$ cat config.mk
export PLATFORM = sky130hd
export DESIGN_NAME = stop_wake_ctrl
export DESIGN_NICKNAME = d
export VERILOG_FILES = /design/src/rtl/swc_pkg.sv /design/src/rtl/swc_sync.sv /design/src/rtl/swc_src_sel.sv /design/src/rtl/swc_rst_seq.sv /design/src/rtl/stop_wake_ctrl.sv
export SDC_FILE = /design/constraint.sdc
export NUM_CORES = 1
export LEC_CHECK = 0
export BUFFER_PORTS_ARGS = -buffer_cell sky130_fd_sc_hd__clkbuf_2
export CAP_MARGIN = 20
export CORE_UTILIZATION = 38
export DETAILED_ROUTE_END_ITERATION = 16
export REMOVE_ABC_BUFFERS = 1
export SLEW_MARGIN = 20
export SYNTH_ARGS = -nofsm -noshare
export SYNTH_HDL_FRONTEND = slang
export SYNTH_SLANG_ARGS = --single-unit
$ cat constraint.sdc
create_clock -name clk -period 1.6 [get_ports clk]
set_input_delay 0.32 -clock clk [delete_from_list [all_inputs] [get_ports clk]]
set_output_delay 0.32 -clock clk [all_outputs]
set_load 0.02 [all_outputs]
$ cat src/rtl/swc_pkg.sv
package swc_pkg;

  typedef enum logic [2:0] {
    SRC_POR_ONLY = 3'd0,
    SRC_NONE     = 3'd1,
    SRC_A0       = 3'd2,
    SRC_A1       = 3'd3,
    SRC_A2       = 3'd4,
    SRC_B7       = 3'd5,
    SRC_NOR_LO   = 3'd6,
    SRC_NOR_ALL  = 3'd7
  } wake_src_e;

  // Control byte layout below the status flag: [6] level, [5] delay skip,
  // [4:2] source, [1:0] pre-divide.
  typedef struct packed {
    logic      level_hi;
    logic      dly_skip;
    wake_src_e src;
    logic [1:0] div;
  } wake_cfg_t;

  localparam wake_cfg_t CFG_DEFAULT = '{
    level_hi: 1'b0,
    dly_skip: 1'b0,
    src:      SRC_POR_ONLY,
    div:      2'b00
  };

  function automatic logic div16_on(input logic [1:0] code);
    return code[1];
  endfunction

  function automatic logic [7:0] readback(input logic flag);
    return {flag, 7'h7F};
  endfunction

  function automatic wake_cfg_t cfg_from_byte(input logic [6:0] b);
    return wake_cfg_t'(b);
  endfunction

endpackage

$ cat src/rtl/swc_sync.sv
module swc_sync #(
  parameter int W = 8
) (
  input  logic         clk,
  input  logic         por_n,
  input  logic [W-1:0] d_i,
  output logic [W-1:0] q_o
);
  logic [W-1:0] s1, s2;

  always_ff @(posedge clk or negedge por_n) begin
    if (!por_n) begin
      s1 <= '0;
      s2 <= '0;
    end else begin
      s1 <= d_i;
      s2 <= s1;
    end
  end

  assign q_o = s2;
endmodule

$ cat src/rtl/swc_src_sel.sv
module swc_src_sel
  import swc_pkg::*;
#(
  parameter int PA_W    = 3,
  parameter int PB_W    = 8,
  parameter int PB_LO_W = 4
) (
  input  wake_src_e       src_i,
  input  logic            level_hi_i,
  input  logic [PA_W-1:0] pa_i,
  input  logic [PB_W-1:0] pb_i,
  output logic            valid_o,
  output logic            value_o,
  output logic            match_o
);
  localparam int PB_PIN = PB_W - 1;

  function automatic logic [1:0] pick(input wake_src_e s,
                                      input logic [PA_W-1:0] a,
                                      input logic [PB_W-1:0] b);
    // returns {valid, value}
    case (s)
      SRC_A0:      return {1'b1, a[0]};
      SRC_A1:      return {1'b1, a[1]};
      SRC_A2:      return {1'b1, a[2]};
      SRC_B7:      return {1'b1, b[PB_PIN]};
      SRC_NOR_LO:  return {1'b1, ~|b[PB_LO_W-1:0]};
      SRC_NOR_ALL: return {1'b1, ~|b};
      default:     return 2'b00;
    endcase
  endfunction

  logic [1:0] sel;
  assign sel     = pick(src_i, pa_i, pb_i);
  assign valid_o = sel[1];
  assign value_o = sel[0];
  assign match_o = sel[1] & (sel[0] == level_hi_i);
endmodule

$ cat src/rtl/swc_rst_seq.sv
module swc_rst_seq #(
  parameter int RST_CYCLES = 16
) (
  input  logic clk,
  input  logic por_n,
  input  logic start_i,
  input  logic skip_i,
  output logic rst_o,
  output logic idle_o
);
  localparam int CW = $clog2(RST_CYCLES + 1);
  localparam logic [CW-1:0] LONG_LEN = CW'(RST_CYCLES);
  localparam logic [CW-1:0] ONE      = CW'(1);

  logic          busy;
  logic [CW-1:0] cnt;

  always_ff @(posedge clk or negedge por_n) begin
    if (!por_n) begin
      busy <= 1'b0;
      cnt  <= '0;
    end else if (!busy) begin
      if (start_i) begin
        busy <= 1'b1;
        cnt  <= skip_i ? ONE : LONG_LEN;
      end
    end else begin
      if (cnt == ONE) busy <= 1'b0;
      cnt <= cnt - ONE;
    end
  end

  assign rst_o  = busy;
  assign idle_o = !busy;
endmodule

$ cat src/rtl/stop_wake_ctrl.sv
module stop_wake_ctrl
  import swc_pkg::*;
#(
  parameter int RST_CYCLES = 16,
  parameter int PA_W       = 3,
  parameter int PB_W       = 8,
  parameter int PB_LO_W    = 4
) (
  input  logic            clk,
  input  logic            por_n,
  input  logic            reg_wr,
  input  logic            reg_rd,
  input  logic [7:0]      reg_wdata,
  output logic [7:0]      reg_rdata,
  input  logic            stop_in,
  input  logic [PA_W-1:0] pin_a,
  input  logic [PB_W-1:0] pin_b,
  output logic            wake_req,
  output logic            core_rst,
  output logic            clk_div16
);
  wake_cfg_t       cfg;
  logic            wake_flag;
  logic            wake_q;
  logic            seq_idle;
  logic            wake_evt;
  logic            src_valid, src_value, src_match;
  logic [PA_W-1:0] pa_s;
  logic [PB_W-1:0] pb_s;
  logic            unused_wdata_msb;

  assign unused_wdata_msb = reg_wdata[7];

  swc_sync #(.W(PA_W)) sync_a_i (.clk(clk), .por_n(por_n), .d_i(pin_a), .q_o(pa_s));
  swc_sync #(.W(PB_W)) sync_b_i (.clk(clk), .por_n(por_n), .d_i(pin_b), .q_o(pb_s));

  swc_src_sel #(.PA_W(PA_W), .PB_W(PB_W), .PB_LO_W(PB_LO_W)) sel_i (
    .src_i(cfg.src), .level_hi_i(cfg.level_hi), .pa_i(pa_s), .pb_i(pb_s),
    .valid_o(src_valid), .value_o(src_value), .match_o(src_match)
  );

  assign wake_req = stop_in & src_match;
  assign wake_evt = wake_req & ~wake_q & seq_idle;

  swc_rst_seq #(.RST_CYCLES(RST_CYCLES)) seq_i (
    .clk(clk), .por_n(por_n), .start_i(wake_evt), .skip_i(cfg.dly_skip),
    .rst_o(core_rst), .idle_o(seq_idle)
  );

  always_ff @(posedge clk or negedge por_n) begin
    if (!por_n) begin
      cfg       <= CFG_DEFAULT;
      wake_flag <= 1'b0;
      wake_q    <= 1'b0;
    end else begin
      wake_q <= wake_req;
      if (reg_wr) cfg <= cfg_from_byte(reg_wdata[6:0]);
      if (wake_evt) begin
        cfg.div   <= 2'b00;
        wake_flag <= 1'b1;
      end
    end
  end

  assign reg_rdata = reg_rd ? readback(wake_flag) : 8'h00;
  assign clk_div16 = div16_on(cfg.div);
endmodule

# Yosys cells after proc, flatten, opt, wreduce, memory -nomap -nowiden
# Index checks and enable logic that the tools add are counted.
# word_totals
regBits	37
inputBits	24
out_inout_bits	11
elab_cells	43
# op_classes
addsub	1
n_eq_ne	8
mux	10
n_bitwise	5
n_reduce_logical	7
# ops
op	count
two-way mux 5 bit	3
== test 3 bit (second input constant)	4
one-hot mux 2 bit (6 select lines)	1
two-way mux 8 bit	1
OR reduction 8 bit	1
== test 3 x 2 -> 1 bit (second input constant)	2
== test 5 x 1 -> 1 bit (second input constant)	1
subtractor 5 x 1 -> 5 bit (second input constant)	1
AND 1 bit	4
two-way mux 2 bit	2
nonzero test 2 bit	2
OR reduction 4 bit	1
zero test 1 bit	3
two-way mux 1 bit	3
== test 1 bit	1
inverter 1 bit	1

# Logic depth before layout (Yosys ltp)
# Gate-level depths: netlist of the first run.
# logic_depth
word_depth	10
mapped_depth	6
depth_no_buf	6

# Hierarchy
# A second synthesis of the first run with hierarchy kept.
# hier_totals
cells_unflattened	97
hier_area_um2	1368.8
# by_module_without_submodules
module	instances	cells_per_inst	area_each_um2	seq_area_each_um2
swc_sync (sync_b_i)	1	16	400.4	400.4
stop_wake_ctrl	1	27	382.9	200.2
swc_rst_seq	1	32	317.8	150.1
swc_sync (sync_a_i)	1	6	150.1	150.1
swc_src_sel	1	16	117.6	0.0

# Worst setup path after synthesis of the first run
# Ideal clock, no wire load.
# synth_path
kind	reg2out
startpoint	register cfg[2] (netlist bit)
endpoint	output port wake_req
t_arrival_ps	1503
required_time_ps	1280
slack_ps	-223
path_stages_with_launch	5
n_path_buf	0
path_cell_list	dfrtp_1 > o41ai_1 > and4_4 > or3_2 > a21oi_1
# synth_via
elab_chain_cells	5
elab_cells_between_ends	10
cone_classes	eq/ne: 7; mux: 1; bitwise: 2
# synth_rtl
element	line_no	text
from (decl)	stop_wake_ctrl.sv:22	wake_cfg_t cfg;
from (signal assigned)	stop_wake_ctrl.sv:57	if (reg_wr) cfg <= cfg_from_byte(reg_wdata[6:0]);
== test 3 bit or == test 3 x 2 -> 1 bit (tied branches)	swc_src_sel.sv:22	case (s)
one-hot mux 2 bit (6 select lines) *	swc_src_sel.sv:22	
== test 1 bit	swc_src_sel.sv:37	assign match_o = sel[1] & (sel[0] == level_hi_i);
AND 1 bit *	swc_src_sel.sv:37	
AND 1 bit *	stop_wake_ctrl.sv:42	assign wake_req = stop_in & src_match;
to (decl)	stop_wake_ctrl.sv:18	output logic wake_req,
# Every way passes the cells marked *; elsewhere a longest branch is shown, timed or not.

# Worst setup path in the final report of the first run
# Same ends and word-level chain as after synthesis.

==> results.md, run 1 <==
Power:
- The clock network is responsible for 20.9% of the overall power.
- The maximum VDD drop is 0.000631 V.
- The sequential cell fraction of total power is 51.8%.
- The net load switching power is 0.720 mW.
- The power consumption is 2.27 mW.
- Of the total power, the share spent switching nets is 31.7%.
- The power density over cell area is 1300 nW/um2.
- Combinational logic is responsible for 27.3% of the overall power.
- For this design the static power due to leakage is 0.795 nW.
- Cell internal power was estimated by the tool at 1.55 mW.

Clock network:
- The latest clock arrival within the worst-skew pair is 0.33 ns.
- The number of clock buffers added by TritonCTS is 5.
- The root buffer cell is sky130_fd_sc_hd__clkbuf_4.
- The longest clock path from root to sink contains 2 buffers.
- TritonCTS built the clock tree.
- The H-tree was split into 2 levels.
- Clock-pin slew was measured on the worst setup and hold paths at 0.11 ns.
- The number of sinks driven by the clock tree is 36.

Synth:
- The synthesized design spends more area on one cell type than any other, namely sky130_fd_sc_hd__dfrtp_1.
- Ranked by instance count, the synthesized netlist is headed by sky130_fd_sc_hd__dfrtp_1 (36), sky130_fd_sc_hd__buf_4 (7), sky130_fd_sc_hd__mux2_2 (5), sky130_fd_sc_hd__o21ai_0 (5), sky130_fd_sc_hd__nand4_1 (4).
- Sequential elements use 66.7% of the synthesized area.
- The post-synthesis average cell area is 13.8 um2.
- sky130_fd_sc_hd__dfrtp_1 is the most common cell in the netlist.
- Yosys attributes the largest share of cell area to sky130_fd_sc_hd__dfrtp_1 (67%), sky130_fd_sc_hd__mux2_2 (4.2%), sky130_fd_sc_hd__buf_4 (3.9%), sky130_fd_sc_hd__mux2i_1 (2.2%), sky130_fd_sc_hd__xnor2_1 (1.9%).
- After synthesis, the share of flip-flops with an asynchronous set or reset is 100%.
- Of the post-synthesis cell area, the dominant cell type holds 66.7%.
- Synthesis inferred 36 register bits.
- The count of flip-flops with a built-in enable after synthesis is 0.
- The post-synthesis cell count is 98.
- The Yosys step of the flow raised 0 warnings.
- Synthesis instantiated 30 different standard cells from the library.
- Among all flip-flop cells after synthesis, the most frequent one is sky130_fd_sc_hd__dfrtp_1.
- The post-synthesis instance area is 1350 um2.

Global routing:
- The largest net degree at the start of global routing is 20.
- The global route total overflow is 0.
- The number of global-route vias before repair is 841.
- The number of antenna violations at the first check in global routing is 0.
- The total global routing track utilization is 13.3%.
- The first global-routing pass estimated 3490 um of wire.

Min path:
- The cell depth of the worst min-delay path is 1.
- The sink of the worst hold path is sync_a_i.s1[1].
- The worst hold path belongs to the class in2reg.
- The startpoint of the most critical hold path is pin_a[1].

Floorplan:
- The vertical die dimension is 61.6 um.
- The starting utilization of the core area is 40.2%.
- 35 I/O pins were placed.
- The floorplan step set the die width to 61.6 um.
- The full die area is 3800 um2.
- Row generation in the floorplan step produced 21 rows.
- The core footprint is 3360 um2.

STA:
- Across all hold checks on the routed design, the worst slack comes to 0.0859 ns.
- The final number of max-transition violations came to 0.
- Setup repair after global routing could not meet its margin everywhere.
- Setup violations remaining at the end of the flow were counted as 9.
- Measured against its own limit, the worst slew margin works out to 68.2%.
- The ratio of final minimum period to clock period is 129%.
- The smallest clock period supported by the final layout is computed as 2.07 ns.
- The transition at the pin with the smallest max-transition slack is 0.477 ns.
- The final count of hold timing violations came to 0.
- The post-route worst setup slack is -0.470 ns.
- For this run, the top clock speed supported by timing is 483 MHz.
- The maximum clock skew at final layout is 0.00471 ns.

Worst setup path:
- STA classifies the critical path endpoint as an output pin.
- The worst path required time is 1.28 ns.
- Data on the critical path arrives at its endpoint at 1.75 ns.
- The worst reg-to-reg path cell count is 6.
- The largest fanout on the critical path is 4.
- The worst setup path startpoint is cfg[2].
- The worst setup path is of the reg2out kind.
- The reg-to-reg critical path endpoint is seq_i.cnt[2].
- The launch point of the worst reg-to-reg path is cfg[2].
- The setup check on the worst reg-to-reg path leaves a slack of -0.24 ns.
- The worst setup path is launched from a flop.

Drt:
- The number of nets with antenna violations after routing is 0.
- After the first detailed-routing iteration, the DRC count stood at 37.
- The total wire length is 2100 um.
- The count of unresolved DRC violations after routing is 0.
- Summing over every cut layer, the via total after detailed routing is 831.
- The number of vias per cell after detailed routing is 4.52.
- Before antenna repair, the detailed router went through 3 iterations.
- The final routed wire length divided by cell count is 11.4 um.

Cells and area:
- Of the cells placed in the final design, the portion with a size suffix greater than 1 is 51.4%.
- Relative to the synthesized area, the layout overhead comes to 29.2%.
- In the final design database the tool counted 163 nets.
- The antenna diode count is 0.

Placement:
- Once detailed placement completed, the half-perimeter wirelength came to 1510 um.
- In this run the tool buffered the top-level ports with 32 buffer cells.
- The placer's final routability congestion estimate is 0.794.

Flow run:
- The number of maximum-capacitance constraint violations is 0.

Run status:
- The run finished, with violations left.
- The checks that failed: negative setup slack.
[stage by stage]
stage / setup WS [ns] / cells / cell area (um2) / utilization (%) / TNS (ns)
2_1_floorplan: -0.223 / 88 / 1290 / - / -0.343
3_3_place_gp: -0.244 / 174 / 1580 / 46.9 / -1.42
3_5_place_dp: -0.286 / 174 / 1580 / 46.9 / -1.56
4_1_cts: -0.511 / 184 / 1720 / 51.0 / -1.74
5_1_grt: -0.564 / 184 / 1750 / 51.9 / -2.45
6_report: -0.470 / 184 / 1750 / 51.9 / -1.66
[cells in the final DEF (no fill, tap or decap), drive strengths merged, types with 2 or more instances in the layout]
cell type  Yosys  final
mux2i          3      3
dfrtp         36     36
nor3           2      2
or2b           2      2
buf            8     10
nand2          3      3
mux2           5      5
o21ai          5      5
nand4          4      4
and2           2      2
nor2           3      3
ha             2      2
xnor2          3      3
a21oi          3      3
inv            3      3
clkbuf         2     37
[layout make-up]
| type | instances | area, um2 |
|---|---|---|
| fill | 333 | 1620 |
| sequential | 36 | 902 |
| multi-input combinational | 49 | 453 |
| timing repair buffer | 42 | 264 |
| tap | 46 | 57.6 |
| clock buffer | 6 | 41.3 |
| clock inverter | 2 | 16.3 |
| inverter | 3 | 11.3 |
[registers in the layout, indices dropped and copies added, names as in the netlist]
register / cells
sync_b_i.q_o: 8
sync_b_i.s1: 8
cfg: 5
seq_i.cnt: 5
sync_a_i.q_o: 3
sync_a_i.s1: 3
clk_div16: 1
seq_i.rst_o: 1
wake_flag: 1
wake_q: 1
[worst max path at each step]
stage	slack [ns]	to
3_3_place_gp	-0.24	wake_req
2_1_floorplan	-0.22	wake_req
4_1_cts	-0.51	wake_req
5_1_grt	-0.56	wake_req
6_report	-0.47	wake_req
3_5_place_dp	-0.29	wake_req
[power by group through the flow]
| stage | registers [mW] | logic, mW | clock network, mW |
|---|---|---|---|
| after floorplan | 1.17 | 0.350 | 0 |
| after global placement | 1.17 | 0.524 | 0 |
| after detailed placement | 1.18 | 0.540 | 0 |
| after CTS | 1.17 | 0.604 | 0.495 |
| after global routing | 1.19 | 0.700 | 0.530 |
| final | 1.18 | 0.620 | 0.473 |
[cells by family after synthesis]
logic type | count (synthesis) | share of synthesized area, %
mux | 8 | 6.39
compound gates | 13 | 6.57
buf+inv | 13 | 5.65
simple gates | 23 | 10.9
flops | 36 | 66.7
fa+ha+maj | 2 | 1.85
xor+xnor | 3 | 1.94
[metal layers]
metal / vias up / global-route usage, % / wire length [um]
li1: 411 / - / -
met1: 395 / 13.7 / 827
met2: 19 / 23.3 / 1130
met3: 6 / 6.09 / 110
met4: 0 / 5.71 / 31
met5: - / 0 / 0
[critical path, cell delays in order, from the launching register on]
cell and delay [ns]:
sky130_fd_sc_hd__dfrtp_2 0.43, sky130_fd_sc_hd__mux2i_2 0.27, sky130_fd_sc_hd__o22ai_4 0.09, sky130_fd_sc_hd__or3_4 0.34, sky130_fd_sc_hd__a21oi_4 0.16, sky130_fd_sc_hd__buf_8 0.13
[what timing repair did]
| item | CTS | global route |
|---|---|---|
| hold buffers | 1 | 0 |
| resized for setup | 18 | 8 |
| endpoints found under the setup margin | 9 | 9 |
| pin swaps | 5 | 2 |
| setup buffers | 1 | 0 |
| hold endpoints to repair | 18 | 0 |
Power figures use the tool's default switching activity.
==> inputs of run 2 (changes only) <==
- SYNTH_HIERARCHICAL: not set -> 1
==> run 2 against run 1 <==
  * Highest routed layer unchanged
  * Synthesized area is 0.46% lower
  * Core utilization is 0.67 points lower
  * Critical endpoint unchanged
  * Flip-flop and latch count stayed put
  * Critical path depth stayed put
  * The run still ends with negative setup slack left
==> results.md, run 2 <==
Drt:
- The first TritonRoute pass finished after 3 iterations.
- In the final routing, the length of wire on met1 measures 815 um.
- The count of nets left with antenna violations once routing finished came out at 0.
- Using the TritonRoute via totals, the vias-per-cell ratio works out to 4.62.
- The total wire length is 2080 um.
- Wire segments on met2 add up to 1090 um in the final route.
- The count of vias placed by the detailed router is 822.
- The count of unresolved DRC violations after routing is 0.
- The highest metal layer carrying signal wires in the routed design is met4.
- In the detailed route, the total length drawn on met3 is 135 um.
- The final routed wire length divided by cell count is 11.7 um.
- The number of design-rule violations left by the first detailed-router iteration is 6.

Worst setup path:
- For the worst setup path, the data required time is 1.28 ns.
- The launching element type of the critical path is a flop.
- The category of the critical setup timing path is reg2out.
- The data arrival time of the critical path is 1.79 ns.
- The capturing element type of the critical path is an output pin.
- The largest fanout on the critical path is 2.

Placement:
- The placed cell count is 166.
- The post-detailed-placement half-perimeter wirelength is 1350 um.
- Input and output buffers added on the ports amount to 32.
- The congestion estimate from routability-driven global placement came to 0.737.
- Prior to clock tree synthesis, the placed netlist has a worst setup slack of -0.378 ns.

Cells and area:
- In the layout the commonest cells are sky130_fd_sc_hd__dfrtp_1 (35), sky130_fd_sc_hd__clkbuf_2 (31), sky130_fd_sc_hd__mux2_4 (5), sky130_fd_sc_hd__clkbuf_4 (5), sky130_fd_sc_hd__inv_1 (4).
- The final net count is 157.
- The most common cell after layout, fill and taps aside is sky130_fd_sc_hd__dfrtp_1.
- The fraction of final layout cells with drive strength greater than 1 is 53.8%.
- The non-filler instance count after layout is 178.
- The area growth from synthesis to final layout is 28.1%.
- Measured on the finished design, the core utilization comes to 51.2%.
- The number of antenna diodes in the final layout is 0.

STA:
- The final number of max-transition violations is 0.
- For the final database, setup skew stands at 0.00776 ns.
- In the finished design, the share of the clock period the worst path needs comes to 132%.
- The post-route worst setup slack is -0.508 ns.
- The worst slew margin relative to its limit is 71.3%.
- The transition at the pin with the smallest max-transition slack is 0.431 ns.
- The minimum clock period after layout is 2.11 ns.
- The maximum clock rate is 474 MHz.
- Setup repair after global routing could not meet its margin everywhere.
- The final number of setup-violating endpoints is 9.
- The final count of hold timing violations is 0.

Synth:
- The post-synthesis cell count is 93.
- The Yosys step of the flow raised 6 warnings.
- Each instance of the synthesized netlist takes up on average 14.5 um2.
- The post-synthesis instance area is 1350 um2.

Clock network:
- The latest clock arrival within the worst-skew pair is 0.34 ns.
- After clock tree synthesis, the clock-pin slew on the worst setup and hold paths is 0.10 ns.
- TritonCTS created 5 clock buffers.
- The number of H-tree branching levels is 2.
- The TritonCTS clock tree is built.
- In this run the clock root is driven by a sky130_fd_sc_hd__clkbuf_4.
- The largest buffer count on any clock path is 2.
- The number of sinks driven by the clock tree is 36.

Floorplan:
- The core footprint is 3360 um2.
- The die covers 3780 um2.
- During I/O placement, the number of pins put on the boundary was 35.
- From bottom edge to top edge, the die measures 61.5 um.
- The floorplan die width is 61.5 um.
- The cell row count is 21.
- The starting utilization of the core area is 40.0%.

Power:
- For this design the static power due to leakage is 0.809 nW.
- The worst-case IR drop observed on VDD is 0.000733 V.
- Power comes to 2.44 mW.
- Dividing total power by cell area gives a power density of 1420 nW/um2.

Min path:
- The classification of the worst-slack hold path is in2reg.

Global routing:
- The largest net degree at the start of global routing is 37.
- The total overflow left after global routing is 0.
- The number of antenna violations at the first check in global routing is 0.
- For this run, the total global-route usage over all layers was measured as 13.4%.
- The number of global-route vias before repair is 775.
- The wire length of the first global-routing pass is 3410 um.

Run status:
- The checks that failed: negative setup slack.
- The flow ran to the end, but the final reports show violations.

Flow run:
- The number of maximum-capacitance constraint violations is 0.
[run 2: per-layer routing]
layer	track usage [%]	vias up
met5	0	-
met4	7.62	0
met3	5.67	6
met2	23.5	28
met1	13.1	397
li1	-	391
[run 2: path summary, 6_finish.rpt]
path                              endpoint  slack [ns]             from  cells past startpoint
max                               wake_req       -0.51  sync_b_i/q_o[5]                      5
min                         sync_a_i/s1[0]        0.08         pin_a[0]                      1
max reg2reg                   seq_i/cnt[0]       -0.38  sync_b_i/q_o[5]                      7
min reg2reg                sync_b_i/q_o[4]        0.36   sync_b_i/s1[4]                      0
max in group asynchronous           cfg[2]        0.75            por_n                      3
min in group asynchronous  sync_a_i/q_o[1]        0.54            por_n                      3
[run 2: where the power goes]
part	leakage (nW)	internal [mW]	switching, mW
clock network	0.0412	0.325	0.294
logic	0.347	0.325	0.327
registers	0.420	1.04	0.130
[run 2: metrics by stage]
stage / instance area, um2 / hold slack (ns) / TNS, ns
after floorplan: 1280 / 0.0244 / -0.418
after global placement: 1520 / 0.333 / -1.70
after detailed placement: 1520 / 0.335 / -2.26
after CTS: 1680 / 0.0660 / -2.59
after global routing: 1720 / 0.0547 / -3.48
final: 1720 / 0.0848 / -2.67
[run 2: worst max-delay path, cell delays in order, from the launching register on]
cell                       delay [ns]
sky130_fd_sc_hd__dfrtp_1         0.38
sky130_fd_sc_hd__o41ai_2         0.32
sky130_fd_sc_hd__nand3_1         0.16
sky130_fd_sc_hd__o311ai_2        0.27
sky130_fd_sc_hd__and2_4          0.21
sky130_fd_sc_hd__buf_8           0.11
[run 2: layout make-up]
| cell class | count | area [um2] |
|---|---|---|
| Tap cell | 46 | 57.6 |
| Clock inverter | 3 | 42.5 |
| Timing Repair Buffer | 39 | 236 |
| Sequential cell | 36 | 902 |
| Fill cell | 330 | 1640 |
| Inverter | 5 | 18.8 |
| Multi-Input combinational cell | 44 | 428 |
| Clock buffer | 5 | 37.5 |
[run 2: repair_timing]
item                                    4_1_cts  5_1_grt
pin swaps                                     6        2
endpoints found under the setup margin        9        9
hold buffers                                  1        0
buffers inserted                              1        2
endpoints found under the hold margin        34        0
gates resized for setup                      19        7
==> inputs of run 3 (changes only) <==
- clock period: 1.6 -> 2.4 ns (I/O delays scaled with it)
==> run 3 against run 2 <==
  * The flow now finishes without violations
  * Final area fell by 7.1%
  * Core utilization fell by 3.6 points
  * Combinational power fell by 48%
  * Via count fell by 5.5%
  * Clock-buffer cell count did not move
  * Routed wire length fell by 4.1%
  * Non-clock buffer count fell by 7
  * Die area did not move
  * First-iteration DRC count rose to 5.0 times the previous value
  * Sequential power fell by 34%
  * Critical endpoint unchanged
==> results.md, run 3 (same netlist as run 2, synthesis figures left out) <==
Floorplan:
- The die covers 3780 um2.
- Row generation in the floorplan step produced 21 rows.
- The starting utilization of the core area is 40.0%.
- The vertical die dimension is 61.5 um.
- The total area inside the core boundary comes to 3360 um2.
- 35 I/O pins were placed.
- In this run the horizontal extent of the chip is 61.5 um.

Worst setup path:
- The largest fanout on the critical path is 2.
- The category of the critical setup timing path is reg2out.
- The launch point of the worst reg-to-reg path is sync_b_i/q_o[7].
- The data arrival time of the critical path is 1.89 ns.
- The worst path required time is 1.92 ns.
- The worst setup path startpoint is sync_b_i/q_o[7].
- The worst setup path is launched from a flop.
- The number of cells on the worst reg-to-reg path is 7.
- STA classifies the critical path endpoint as an output pin.

Drt:
- The detail route stage leaves a number of antenna-violating nets equal to 0.
- The met1 wire length is 832 um.
- The first TritonRoute pass finished after 4 iterations.
- Summed over all nets, wire length on met2 after detailed routing comes to 993 um.
- The routed design has 1990 um of wire.
- The number of design-rule violations left by the first detailed-router iteration is 30.
- The count of unresolved DRC violations after routing is 0.
- The routed layout has 777 vias.
- The highest layer touched by signal routing is met4.
- In the detailed route, the total length drawn on met3 is 105 um.
- Dividing the detail-routed via count by the number of cells gives 4.54.
- The final routed wire length divided by cell count is 11.7 um.

Min path:
- The classification of the worst-slack hold path is in2async.

STA:
- For the pin with the worst max-slew slack, the measured transition is 0.839 ns.
- The post-route worst setup slack is 0.0287 ns.
- The final number of max-transition violations is 0.
- The maximum clock rate is 422 MHz.
- Setup violations remaining at the end of the flow were counted as 0.
- Setup repair after global routing could not meet its margin everywhere.
- Subtracting the final worst setup slack from the clock period gives 2.37 ns.
- On the final layout, the worst clock skew is 0.00890 ns.
- The final count of hold timing violations is 0.
- The final critical path takes up 98.8% of the cycle.
- The worst pin sits at a relative slew slack of 44.1%.

Cells and area:
- Measured on the finished design, the core utilization comes to 47.6%.
- The fraction of final layout cells with drive strength greater than 1 is 41.6%.
- Compared with the post-synthesis result, the final layout area differs by 19.0%.
- The filler cells instantiated in the layout total 333.
- Leaving out fill and tap cells, the most frequent cell in the layout is sky130_fd_sc_hd__dfrtp_1.
- Leaving out fill and tap cells, the most frequent cells in the layout are sky130_fd_sc_hd__dfrtp_1 (36), sky130_fd_sc_hd__clkbuf_2 (31), sky130_fd_sc_hd__mux2_4 (5), sky130_fd_sc_hd__clkbuf_4 (5).
- The multi-input combinational cells in the finished layout cover a total of 377 um2.
- The net count of the finished layout is 150.
- The antenna diode count is 0.
- The area used by sequential logic in the layout is 901 um2.

Clock network:
- The number of sinks driven by the clock tree is 36.
- The largest buffer count on any clock path is 2.
- The tree is rooted in a sky130_fd_sc_hd__clkbuf_4.
- The TritonCTS clock tree is built.
- Once the clock tree was built, the setup fixing pass inserted 0 buffers.
- The number of hold buffers added after cts is 0.
- The clock reaches the later pin of the worst-skew pair after 0.32 ns.
- The clock transition at the register clock pins on the worst setup and hold paths after CTS is 0.11 ns.
- CTS built an H-tree with a depth of 2.
- The number of clock buffers inserted by TritonCTS is 5.

Global routing:
- Global routing finished with a remaining overflow of 0.
- The number of global-route vias before repair came to 750.
- Across every metal layer, demand over resource in global routing totals 12.9%.
- The first global-routing pass estimated 3260 um of wire.
- The largest net degree at the start of global routing is 37.
- The number of antenna violations at the first check in global routing came to 0.

Power:
- Summed over all cells, the static leakage comes to 0.764 nW.
- In this run the power density over the cells is 954 nW/um2.
- The design draws 1.53 mW.
- IR analysis of the VDD net gives a maximum drop of 0.000476 V.

Placement:
- The number of I/O port buffers is 32.
- The post-detailed-placement half-perimeter wirelength is 1350 um.
- The placer's final routability congestion estimate is 0.739.
- The worst slack at placement is 0.276 ns.

Run status:
- The run finished with clean final reports.

Flow run:
- The number of maximum-capacitance constraint violations is 0.
==> run 3: cell types whose count changed in the layout (fill, tap and decap cells not counted), moves of 2 or more <==
| cell | delta |
|---|---|
| sky130_fd_sc_hd__a21oi_1 | +2 |
| sky130_fd_sc_hd__buf_4 | -3 |
| sky130_fd_sc_hd__buf_6 | -2 |
| sky130_fd_sc_hd__o22ai_2 | -2 |
| sky130_fd_sc_hd__nor2_1 | +2 |
| sky130_fd_sc_hd__o21ai_0 | +3 |
| sky130_fd_sc_hd__o22ai_1 | +2 |
| sky130_fd_sc_hd__o21ai_2 | -2 |
| sky130_fd_sc_hd__a21oi_2 | -2 |
==> run 3: metrics by stage <==
step	cells	TNS, ns	hold slack (ns)	cell area [um2]
floorplan	85	0	0.184	1280
global placement	163	0	0.333	1500
detailed placement	163	0	0.335	1500
CTS	171	0	0.239	1590
global route	171	-0.0873	0.213	1600
finish	171	0	0.237	1600
==> run 3: repair_timing <==
item,in CTS,in global routing
gates resized for setup,1,5
setup endpoints to repair,1,1
pin swaps,0,4
==> run 3: power breakdown <==
part | total (mW) | leakage, nW | internal (mW) | switching, mW
combinational | 0.338 | 0.302 | 0.160 | 0.177
sequential | 0.772 | 0.421 | 0.693 | 0.0792
clock | 0.416 | 0.0412 | 0.217 | 0.199
==> run 3: final timing paths <==
| path | endpoint | slack (ns) |
|---|---|---|
| max | wake_req | 0.03 |
| min | sync_b_i/q_o[7] | 0.24 |
| max reg2reg | seq_i/cnt[2] | 0.29 |
| min reg2reg | sync_b_i/q_o[4] | 0.36 |
| max in group asynchronous | sync_b_i/s1[6] | 1.63 |
| min in group clk | sync_b_i/s1[3] | 0.25 |
==> run 3: critical path, cell delays in order (launching register included) <==
cell and delay (ns):
sky130_fd_sc_hd__dfrtp_1 0.41, sky130_fd_sc_hd__o41ai_2 0.32, sky130_fd_sc_hd__nand3_1 0.18, sky130_fd_sc_hd__o311ai_2 0.34, sky130_fd_sc_hd__and2_4 0.21, sky130_fd_sc_hd__buf_6 0.11
==> run 3: layout make-up <==
type | count | area share (%)
clock buffer | 5 | 2.35
clock inverter | 3 | 2.66
inverter | 5 | 1.17
multi-input combinational | 44 | 23.5
sequential | 36 | 56.3
tap | 46 | 3.60
timing repair buffer | 32 | 10.4
==> run 3: per-layer routing <==
metal | up-vias | track usage, %
li1 | 374 | -
met1 | 362 | 15.1
met2 | 34 | 19.4
met3 | 7 | 4.62
met4 | 0 | 9.84
met5 | - | 0
